`src/rtl/bvfy_pkg.sv`:
```
package bvfy_pkg;
  localparam int CLS_W      = 4;
  localparam int CLS_CTRL   = 0;
  localparam int CLS_DIRECT = 1;
  localparam int CLS_UNCOND = 2;
  localparam int CLS_DSCOND = 3;
  localparam int INSN_BYTES = 4;

  typedef struct packed {
    logic chk;       // direct unconditional: decode can prove target
    logic mism;      // checked and target differs from prediction
    logic immed;     // squash at the branch itself (no delay slot kept)
    logic taken;     // prediction left the fall-through path
    logic fatal;     // predicted taken but not a control instruction
    logic issue_rdy; // no source registers
  } lane_flags_t;
endpackage

```
`src/rtl/bvfy_lane_check.sv`:
```
module bvfy_lane_check
  import bvfy_pkg::*;
#(
  parameter int PC_W   = 32,
  parameter int NSRC_W = 3
) (
  input  logic              ds_mode,
  input  logic [PC_W-1:0]   pc,
  input  logic              pred_taken,
  input  logic [PC_W-1:0]   pred_npc,
  input  logic [CLS_W-1:0]  cls,
  input  logic [PC_W-1:0]   target,
  input  logic [NSRC_W-1:0] nsrc,
  output lane_flags_t       flags
);
  logic is_chk;

  assign is_chk          = cls[CLS_DIRECT] & cls[CLS_UNCOND];
  assign flags.chk       = is_chk;
  assign flags.mism      = is_chk & (target != pred_npc);
  assign flags.immed     = !ds_mode || (pred_taken && cls[CLS_DSCOND]);
  assign flags.taken     = (pred_npc != (pc + PC_W'(INSN_BYTES)));
  assign flags.fatal     = pred_taken & ~cls[CLS_CTRL];
  assign flags.issue_rdy = (nsrc == '0);
endmodule

```
`src/rtl/bvfy_select.sv`:
```
module bvfy_select #(
  parameter int LANES = 4,
  parameter int IDX_W = 2,
  parameter int CHK_W = 3
) (
  input  logic [LANES-1:0] lane_vld,
  input  logic [LANES-1:0] chk_v,
  input  logic [LANES-1:0] mism_v,
  input  logic [LANES-1:0] immed_v,
  input  logic             pend,
  output logic [LANES-1:0] keep,
  output logic             fire,
  output logic [IDX_W-1:0] br_idx,
  output logic             plus1,
  output logic             set_pend,
  output logic [CHK_W-1:0] n_chk,
  output logic             mis_hit
);
  logic stop;
  logic ds_next;

  always_comb begin
    keep     = '0;
    fire     = 1'b0;
    br_idx   = '0;
    plus1    = 1'b0;
    n_chk    = '0;
    mis_hit  = 1'b0;
    stop     = 1'b0;
    ds_next  = 1'b0;
    if (pend) begin
      // held delay-slot redirect: lane 0 is the delay slot, nothing else passes
      keep[0] = lane_vld[0];
      fire    = lane_vld[0];
      stop    = 1'b1;
    end
    for (int i = 0; i < LANES; i++) begin
      if (lane_vld[i] && !stop) begin
        keep[i] = 1'b1;
        if (ds_next) begin
          fire    = 1'b1;
          ds_next = 1'b0;
          stop    = 1'b1;
        end else if (chk_v[i]) begin
          n_chk = n_chk + 1'b1;
          if (mism_v[i]) begin
            mis_hit = 1'b1;
            br_idx  = IDX_W'(i);
            if (immed_v[i]) begin
              fire = 1'b1;
              stop = 1'b1;
            end else begin
              plus1   = 1'b1;
              ds_next = 1'b1;
            end
          end
        end
      end
    end
    set_pend = ds_next;
  end
endmodule

```
`src/rtl/bvfy_branch_verify.sv`:
```
module bvfy_branch_verify
  import bvfy_pkg::*;
#(
  parameter int LANES  = 4,
  parameter int PC_W   = 32,
  parameter int SEQ_W  = 16,
  parameter int NSRC_W = 3,
  parameter int CNT_W  = 16
) (
  input  logic                    clk,
  input  logic                    rst_n,
  input  logic                    ds_mode,
  input  logic                    thr_stalled,
  input  logic                    in_valid,
  output logic                    in_ready,
  input  logic [LANES-1:0]        in_lane_vld,
  input  logic [LANES*PC_W-1:0]   in_pc,
  input  logic [LANES-1:0]        in_pred_taken,
  input  logic [LANES*PC_W-1:0]   in_pred_npc,
  input  logic [LANES*CLS_W-1:0]  in_cls,
  input  logic [LANES*PC_W-1:0]   in_target,
  input  logic [LANES*SEQ_W-1:0]  in_seq,
  input  logic [LANES*NSRC_W-1:0] in_nsrc,
  output logic                    out_valid,
  input  logic                    out_ready,
  output logic [LANES-1:0]        out_keep,
  output logic [LANES-1:0]        out_issue_rdy,
  output logic [LANES*PC_W-1:0]   out_pc,
  output logic [LANES*SEQ_W-1:0]  out_seq,
  output logic                    redir_valid,
  output logic [SEQ_W-1:0]        redir_seq,
  output logic [SEQ_W-1:0]        redir_kill_seq,
  output logic [PC_W-1:0]         redir_npc,
  output logic [PC_W-1:0]         redir_nnpc,
  output logic                    redir_taken,
  output logic                    redir_unblock,
  output logic [CNT_W-1:0]        resolved_cnt,
  output logic [CNT_W-1:0]        mispred_cnt,
  output logic                    fatal_err
);
  localparam int IDX_W = (LANES > 1) ? $clog2(LANES) : 1;
  localparam int CHK_W = $clog2(LANES + 1);

  lane_flags_t      flg [LANES];
  logic [LANES-1:0] chk_v, mism_v, immed_v, rdy_v, fatal_v;
  logic [LANES-1:0] keep;
  logic             fire, plus1, set_pend, mis_hit, acc, fatal_any;
  logic [IDX_W-1:0] br_idx;
  logic [CHK_W-1:0] n_chk;
  logic [SEQ_W-1:0] br_seq;
  logic [PC_W-1:0]  br_tgt;
  logic             br_taken;

  // held delay-slot redirect
  logic             pend_vld;
  logic [SEQ_W-1:0] pend_seq;
  logic [PC_W-1:0]  pend_tgt;
  logic             pend_taken;

  generate
    for (genvar g = 0; g < LANES; g++) begin : g_lane
      bvfy_lane_check #(.PC_W(PC_W), .NSRC_W(NSRC_W)) u_lane (
        .ds_mode    (ds_mode),
        .pc         (in_pc[g*PC_W +: PC_W]),
        .pred_taken (in_pred_taken[g]),
        .pred_npc   (in_pred_npc[g*PC_W +: PC_W]),
        .cls        (in_cls[g*CLS_W +: CLS_W]),
        .target     (in_target[g*PC_W +: PC_W]),
        .nsrc       (in_nsrc[g*NSRC_W +: NSRC_W]),
        .flags      (flg[g])
      );
      assign chk_v[g]   = flg[g].chk;
      assign mism_v[g]  = flg[g].mism;
      assign immed_v[g] = flg[g].immed;
      assign rdy_v[g]   = flg[g].issue_rdy;
      assign fatal_v[g] = flg[g].fatal;
    end
  endgenerate

  bvfy_select #(.LANES(LANES), .IDX_W(IDX_W), .CHK_W(CHK_W)) u_sel (
    .lane_vld (in_lane_vld & {LANES{in_valid}}),
    .chk_v    (chk_v),
    .mism_v   (mism_v),
    .immed_v  (immed_v),
    .pend     (pend_vld),
    .keep     (keep),
    .fire     (fire),
    .br_idx   (br_idx),
    .plus1    (plus1),
    .set_pend (set_pend),
    .n_chk    (n_chk),
    .mis_hit  (mis_hit)
  );

  assign in_ready  = !out_valid || out_ready;
  assign acc       = in_valid && in_ready;
  assign br_seq    = in_seq[br_idx*SEQ_W +: SEQ_W];
  assign br_tgt    = in_target[br_idx*PC_W +: PC_W];
  assign br_taken  = flg[br_idx].taken;
  assign fatal_any = |(keep & fatal_v);

  // output group register
  always_ff @(posedge clk or negedge rst_n) begin
    if (!rst_n) begin
      out_valid     <= 1'b0;
      out_keep      <= '0;
      out_issue_rdy <= '0;
      out_pc        <= '0;
      out_seq       <= '0;
    end else if (acc) begin
      out_valid     <= 1'b1;
      out_keep      <= keep;
      out_issue_rdy <= keep & rdy_v;
      out_pc        <= in_pc;
      out_seq       <= in_seq;
    end else if (out_ready) begin
      out_valid     <= 1'b0;
    end
  end

  // redirect record, pending slot, counters, error flag
  always_ff @(posedge clk or negedge rst_n) begin
    if (!rst_n) begin
      redir_valid    <= 1'b0;
      redir_seq      <= '0;
      redir_kill_seq <= '0;
      redir_npc      <= '0;
      redir_nnpc     <= '0;
      redir_taken    <= 1'b0;
      redir_unblock  <= 1'b0;
      pend_vld       <= 1'b0;
      pend_seq       <= '0;
      pend_tgt       <= '0;
      pend_taken     <= 1'b0;
      resolved_cnt   <= '0;
      mispred_cnt    <= '0;
      fatal_err      <= 1'b0;
    end else begin
      redir_valid <= acc && fire;
      if (acc) begin
        resolved_cnt <= resolved_cnt + CNT_W'(n_chk);
        mispred_cnt  <= mispred_cnt + CNT_W'(mis_hit);
        fatal_err    <= fatal_err | fatal_any;
        if (fire) begin
          redir_unblock <= thr_stalled;
          if (pend_vld) begin
            redir_seq      <= pend_seq;
            redir_kill_seq <= pend_seq + 1'b1;
            redir_npc      <= pend_tgt;
            redir_nnpc     <= pend_tgt + PC_W'(INSN_BYTES);
            redir_taken    <= pend_taken;
          end else begin
            redir_seq      <= br_seq;
            redir_kill_seq <= br_seq + SEQ_W'(plus1);
            redir_npc      <= br_tgt;
            redir_nnpc     <= br_tgt + PC_W'(INSN_BYTES);
            redir_taken    <= br_taken;
          end
        end
        if (pend_vld && fire) pend_vld <= 1'b0;
        if (set_pend) begin
          pend_vld   <= 1'b1;
          pend_seq   <= br_seq;
          pend_tgt   <= br_tgt;
          pend_taken <= br_taken;
        end
      end
    end
  end
endmodule

```
`config.mk`:
```
export PLATFORM = sky130hd
export DESIGN_NAME = bvfy_branch_verify
export DESIGN_NICKNAME = d
export VERILOG_FILES = /design/src/rtl/bvfy_pkg.sv /design/src/rtl/bvfy_lane_check.sv /design/src/rtl/bvfy_select.sv /design/src/rtl/bvfy_branch_verify.sv
export SDC_FILE = /design/constraint.sdc
export NUM_CORES = 1
export LEC_CHECK = 0
export BUFFER_PORTS_ARGS = -buffer_cell sky130_fd_sc_hd__buf_4
export CORE_AREA = 2 2 317 319
export CTS_CLUSTER_SIZE = 25
export DETAILED_ROUTE_END_ITERATION = 8
export DIE_AREA = 0 0 319 321
export SKIP_CTS_REPAIR_TIMING = 1
export SLEW_MARGIN = 20
export SYNTH_ARGS = -nofsm -noshare
export SYNTH_HDL_FRONTEND = slang
export SYNTH_HIERARCHICAL = 1
export SYNTH_SLANG_ARGS = --single-unit
```
`constraint.sdc`:
```
create_clock -name clk -period 4.4 [get_ports clk]
set_input_delay 0.44 -clock clk [delete_from_list [all_inputs] [get_ports clk]]
set_output_delay 0.44 -clock clk [all_outputs]
set_load 0.02 [all_outputs]
```
Word level (Yosys, flattened, before mapping)
Cells that the tools add are included.
- register bits: 383
- bits in latches: 0
- bits in writable memories: 0
- memory bits (read-only): 0
- bits of input ports: 490
- output and inout bits: 334
- memories: 0
- add/subtract/negate cells: 13
- $mul: 0
- divide/modulo/power cells: 0
- magnitude comparators: 1
- eq/ne operators: 8
- shifts and indexed selects: 2
- mux-type cells: 120
- bitwise logic cells: 21
- reductions and logical operators: 32
- operators by type and width (operator ; number):
    != test 32 bit ; 8
    adder 32 x 3 -> 32 bit, second input constant ; 6
    indexed part select 128 x 8 -> 32 bit ; 1
    2-to-1 mux 1 bit ; 92
    2-to-1 mux 32 bit ; 2
    indexed part select 64 x 7 -> 16 bit ; 1
    2-to-1 mux 3 bit ; 12
    adder 16 x 1 -> 16 bit ; 2
    2-to-1 mux 16 bit ; 2
    2-to-1 mux 2 bit ; 11
    adder 16 x 1 -> 16 bit, second input constant ; 1
    adder 16 x 3 -> 16 bit ; 1
    AND 1 bit ; 12
    AND 4 bit ; 3
    binary-select mux 6 bit (select 2 bit) ; 1
    logical NOT 3 bit ; 4
    logical AND 1 bit ; 11
    adder 3 x 1 -> 3 bit, second input constant ; 3
    logical NOT 1 bit ; 6
    AND reduction 2 bit ; 3
    logical OR 1 bit ; 5
    NOT 1 bit ; 4
    nonzero test 2 bit ; 2
    OR reduction 4 bit ; 1
    other kinds (3) ; 3

Depth between registers and ports, before layout
- depth after elaboration: 24
- mapped depth: 22

Hierarchy
The synthesis kept the hierarchy.
- modules (own cells, without submodules) (module ; instances ; cells an instance ; area an instance (µm²)):
    bvfy_branch_verify ; 1 ; 1773 ; 17531.8
    bvfy_lane_check ; 4 ; 208 ; 1497.7
    bvfy_select ; 1 ; 65 ; 436.7

Worst setup path after synthesis
No wires, ideal clock.
- path kind: input to register
- start point: input in_pred_npc[39]
- end point: register redir_kill_seq[12]
- setup time: 0.138 ns
- arrival time: 4.182 ns
- setup slack: 0.080 ns
- stages on the path: 21
- path buffers: 4
- cell sequence: xnor2_1 nand4_1 nor4_1 a21boi_0 nand4_1 a21oi_1 nor3b_1 and4b_2 nand2_1 o21ai_0 buf_6 buf_12 buf_8 buf_8 mux4_2 ha_1 ha_1 nand4_1 nor2_1 xnor2_1 o221ai_1
- RTL lines (element ; RTL line ; RTL):
    from (decl) ; bvfy_branch_verify.sv:19 ; input logic [LANES*PC_W-1:0] in_pred_npc,
    to (signal assigned) ; bvfy_branch_verify.sv:148 ; redir_kill_seq <= pend_seq + 1'b1;
    to (signal assigned) ; bvfy_branch_verify.sv:154 ; redir_kill_seq <= br_seq + SEQ_W'(plus1);
    to (decl) ; bvfy_branch_verify.sv:32 ; output logic [SEQ_W-1:0] redir_kill_seq,

==> run metrics <==
status finished, final reports clean; register area share after synthesis 39.8%; final instance area 36000 µm²; Synthesized Nets 3177; core area 99300 µm²; CTS buffer count 49; vias per cell 4.92; Die Span X 319 µm; placed instance area 33900 µm²; Clock Path Buffers 3; CTS root buffer clkbuf_16; clk_skew 0.0305 ns; worst-path maximum fanout 8; MaxCap Viol Count 0; Final Hold Viols 0; CTS tree yes; H-tree levels 2; pin count of the biggest net entering global routing 122; Syn-to-layout area delta 50.2%; Slew Limit Fails 0; met3 Use GR 5.65%; vias in the first global route 24400; initial antenna violation count 22; worst endpoint required time 4.96 ns; setup TNS 0 ns; Die ar. 102000 µm²; fin util 36.2%; Setup Crit Path Kind primary input to register; synthesized area 24000 µm²; placer congestion estimate 0.967; Synth area leaders dfrtp_1 (40%), nand2_1 (12%), xnor2_1 (9.8%); DRT Wirelength 133000 µm; CP Capture Type register; critical path launch point type primary input; Mapped Cells 2670; clk_lat worst skew 0.64 ns; GRT Util Overall 25.0%; final worst path period share 94.6%; Leakage 17.0 nW; post-synth top area share 39.8%; Max Fclk 240 MHz; antenna-violating nets left 0; IO Pins 824; PortBufs 823; Pre-antenna DRT Iters 5; FP Rows 116; Post-synth top cells nand2_1 (794), dfrtp_1 (381), xnor2_1 (268); post-layout minimum cycle time 4.16 ns; GR peak layer met2; EDFF count, synth 0; GRT met1 Usage 35.3%; Final setup viols 0; drt initial violations 2178; HPWL after DPL 111000 µm; Max IR drop VDD 0.295 mV; Final #Nets 4295; share of layout cells above drive strength 1 37.1%; die height 321 µm; mean routed wirelength per cell 25.8 µm; first-pass GRT wire length 184000 µm; Initial Util 24.1%; Synth Register Bits 381; syn avg cell area 8.97 µm²; DRC errors left 0; power density cells 406 nW/µm²; count leader, synth nand2_1; gr ovfl total 0; Ys Warns 6; Relative slew margins 41.2%; post-synthesis cell type count 91; FFs w/ async S/R, synth 100%; CP arrival 4.72 ns; Worst Hold Class primary input to register; Filler cells 10300; post-synth top area cell dfrtp_1; Main synth FF type dfrtp_1; via count 25300; actual slew at the worst max-slew pin 0.874 ns; clock-pin slew on the worst setup and hold paths 0.06 ns; CTS sink cnt 381; global-route met2 utilization 38.2%
[worst paths after layout]
kind / start / to / slack, ns / cells past startpoint
min in group asynchronous: rst_n / out_pc[19] / 0.42 / 2
max in group asynchronous: rst_n / out_issue_rdy[0] / 2.83 / 3
worst min-delay path: in_seq[9] / out_seq[9] / 0.02 / 3
worst max register to register: pend_vld / resolved_cnt[12] / 0.72 / 15
worst min register to register: mispred_cnt[15] / mispred_cnt[15] / 0.47 / 1
worst max-delay path: in_target[29] / redir_nnpc[30] / 0.24 / 20
[worst max-delay path, cell delays in order]
cell,delay [ns]
buf_4,0.17
xnor2_2,0.19
nand4_1,0.18
nor4_2,0.33
buf_4,0.15
a21boi_1,0.10
buf_4,0.18
nand3_2,0.10
mux2i_2,0.27
nor2_2,0.07
and4b_2,0.32
nand2_1,0.10
o21ai_4,0.17
buf_12,0.21
buf_12,0.11
mux4_2,0.55
mux2i_1,0.33
nand2_1,0.12
or4_1,0.52
nand3_1,0.09
[cell families (layout without fill, tap and decap cells)]
group / after synthesis / in the layout / synth area share [%]
other: 0 / 15 / 0
and+or+nand+nor: 1360 / 1360 / 26.5
buffers and inverters: 129 / 1286 / 2.55
AOI/OAI and AO/OA: 268 / 268 / 7.72
adders and majority gates: 17 / 17 / 0.919
muxes: 160 / 160 / 9.49
DFF: 381 / 381 / 39.8
xor gates and xnor gates: 355 / 355 / 13.0
[flip-flops by register name, summed over array words and instances, names as in the netlist]
| name | count |
|---|---|
| pend_taken | 1 |
| redir_nnpc | 30 |
| out_pc | 128 |
| resolved_cnt | 16 |
| out_issue_rdy | 4 |
| out_seq | 64 |
| pend_tgt | 32 |
| redir_npc | 32 |
| redir_taken | 1 |
| out_keep | 4 |
| redir_kill_seq | 16 |
| pend_vld | 1 |
| redir_seq | 16 |
| mispred_cnt | 16 |
| fatal_err | 1 |
| out_valid | 1 |
| redir_unblock | 1 |
| redir_valid | 1 |
| pend_seq | 16 |
[area by class of cell]
class | instances | area, µm² | share of cell area, %
clock buffer | 67 | 1370 | 3.79
antenna | 15 | 37.5 | 0.104
inverter | 16 | 63.8 | 0.177
tap | 1298 | 1620 | 4.51
timing repair buffer | 1180 | 9150 | 25.4
multi-input combinational | 2160 | 13900 | 38.7
sequential | 381 | 9530 | 26.5
clock inverter | 23 | 268 | 0.744
[power breakdown]
part           total [mW]  internal (mW)  switching (mW)
sequential           4.81           4.27           0.541
combinational        5.61           2.37            3.24
clock                4.17           2.42            1.75
[layer usage]
layer	wire length [µm]	vias to the layer above
met2	58200	1100
met3	9680	170
li1	-	11600
met1	61300	12400
met5	30	-
met4	3400	4
[cell usage in the layout (no fill, tap or decap), drive strengths merged, types with 45 or more instances in the layout]
master and count:
nand4 118, o21ai 50, buf 1163, xnor2 268, nand2 794, nor2 142, a21oi 80, mux4 45
dfrtp 381, mux2 58, xor2 87, mux2i 57, clkbuf 68, nand3 85, nor3 52
[metrics by stage]
step | power (mW) | hold slack, ns | instances | worst slack, ns
6_report | 14.6 | 0.0202 | 5140 | 0.237
5_1_grt | 15.3 | 0.00263 | 5134 | -0.00271
4_1_cts | 14.7 | -0.198 | 5098 | -0.251
3_5_place_dp | 10.4 | 0.461 | 5008 | -0.907
3_3_place_gp | 10.4 | 0.454 | 5008 | -0.843
2_1_floorplan | 7.36 | 0.144 | 2670 | 0.0801
No activity file was read; power rests on OpenSTA's default activity.
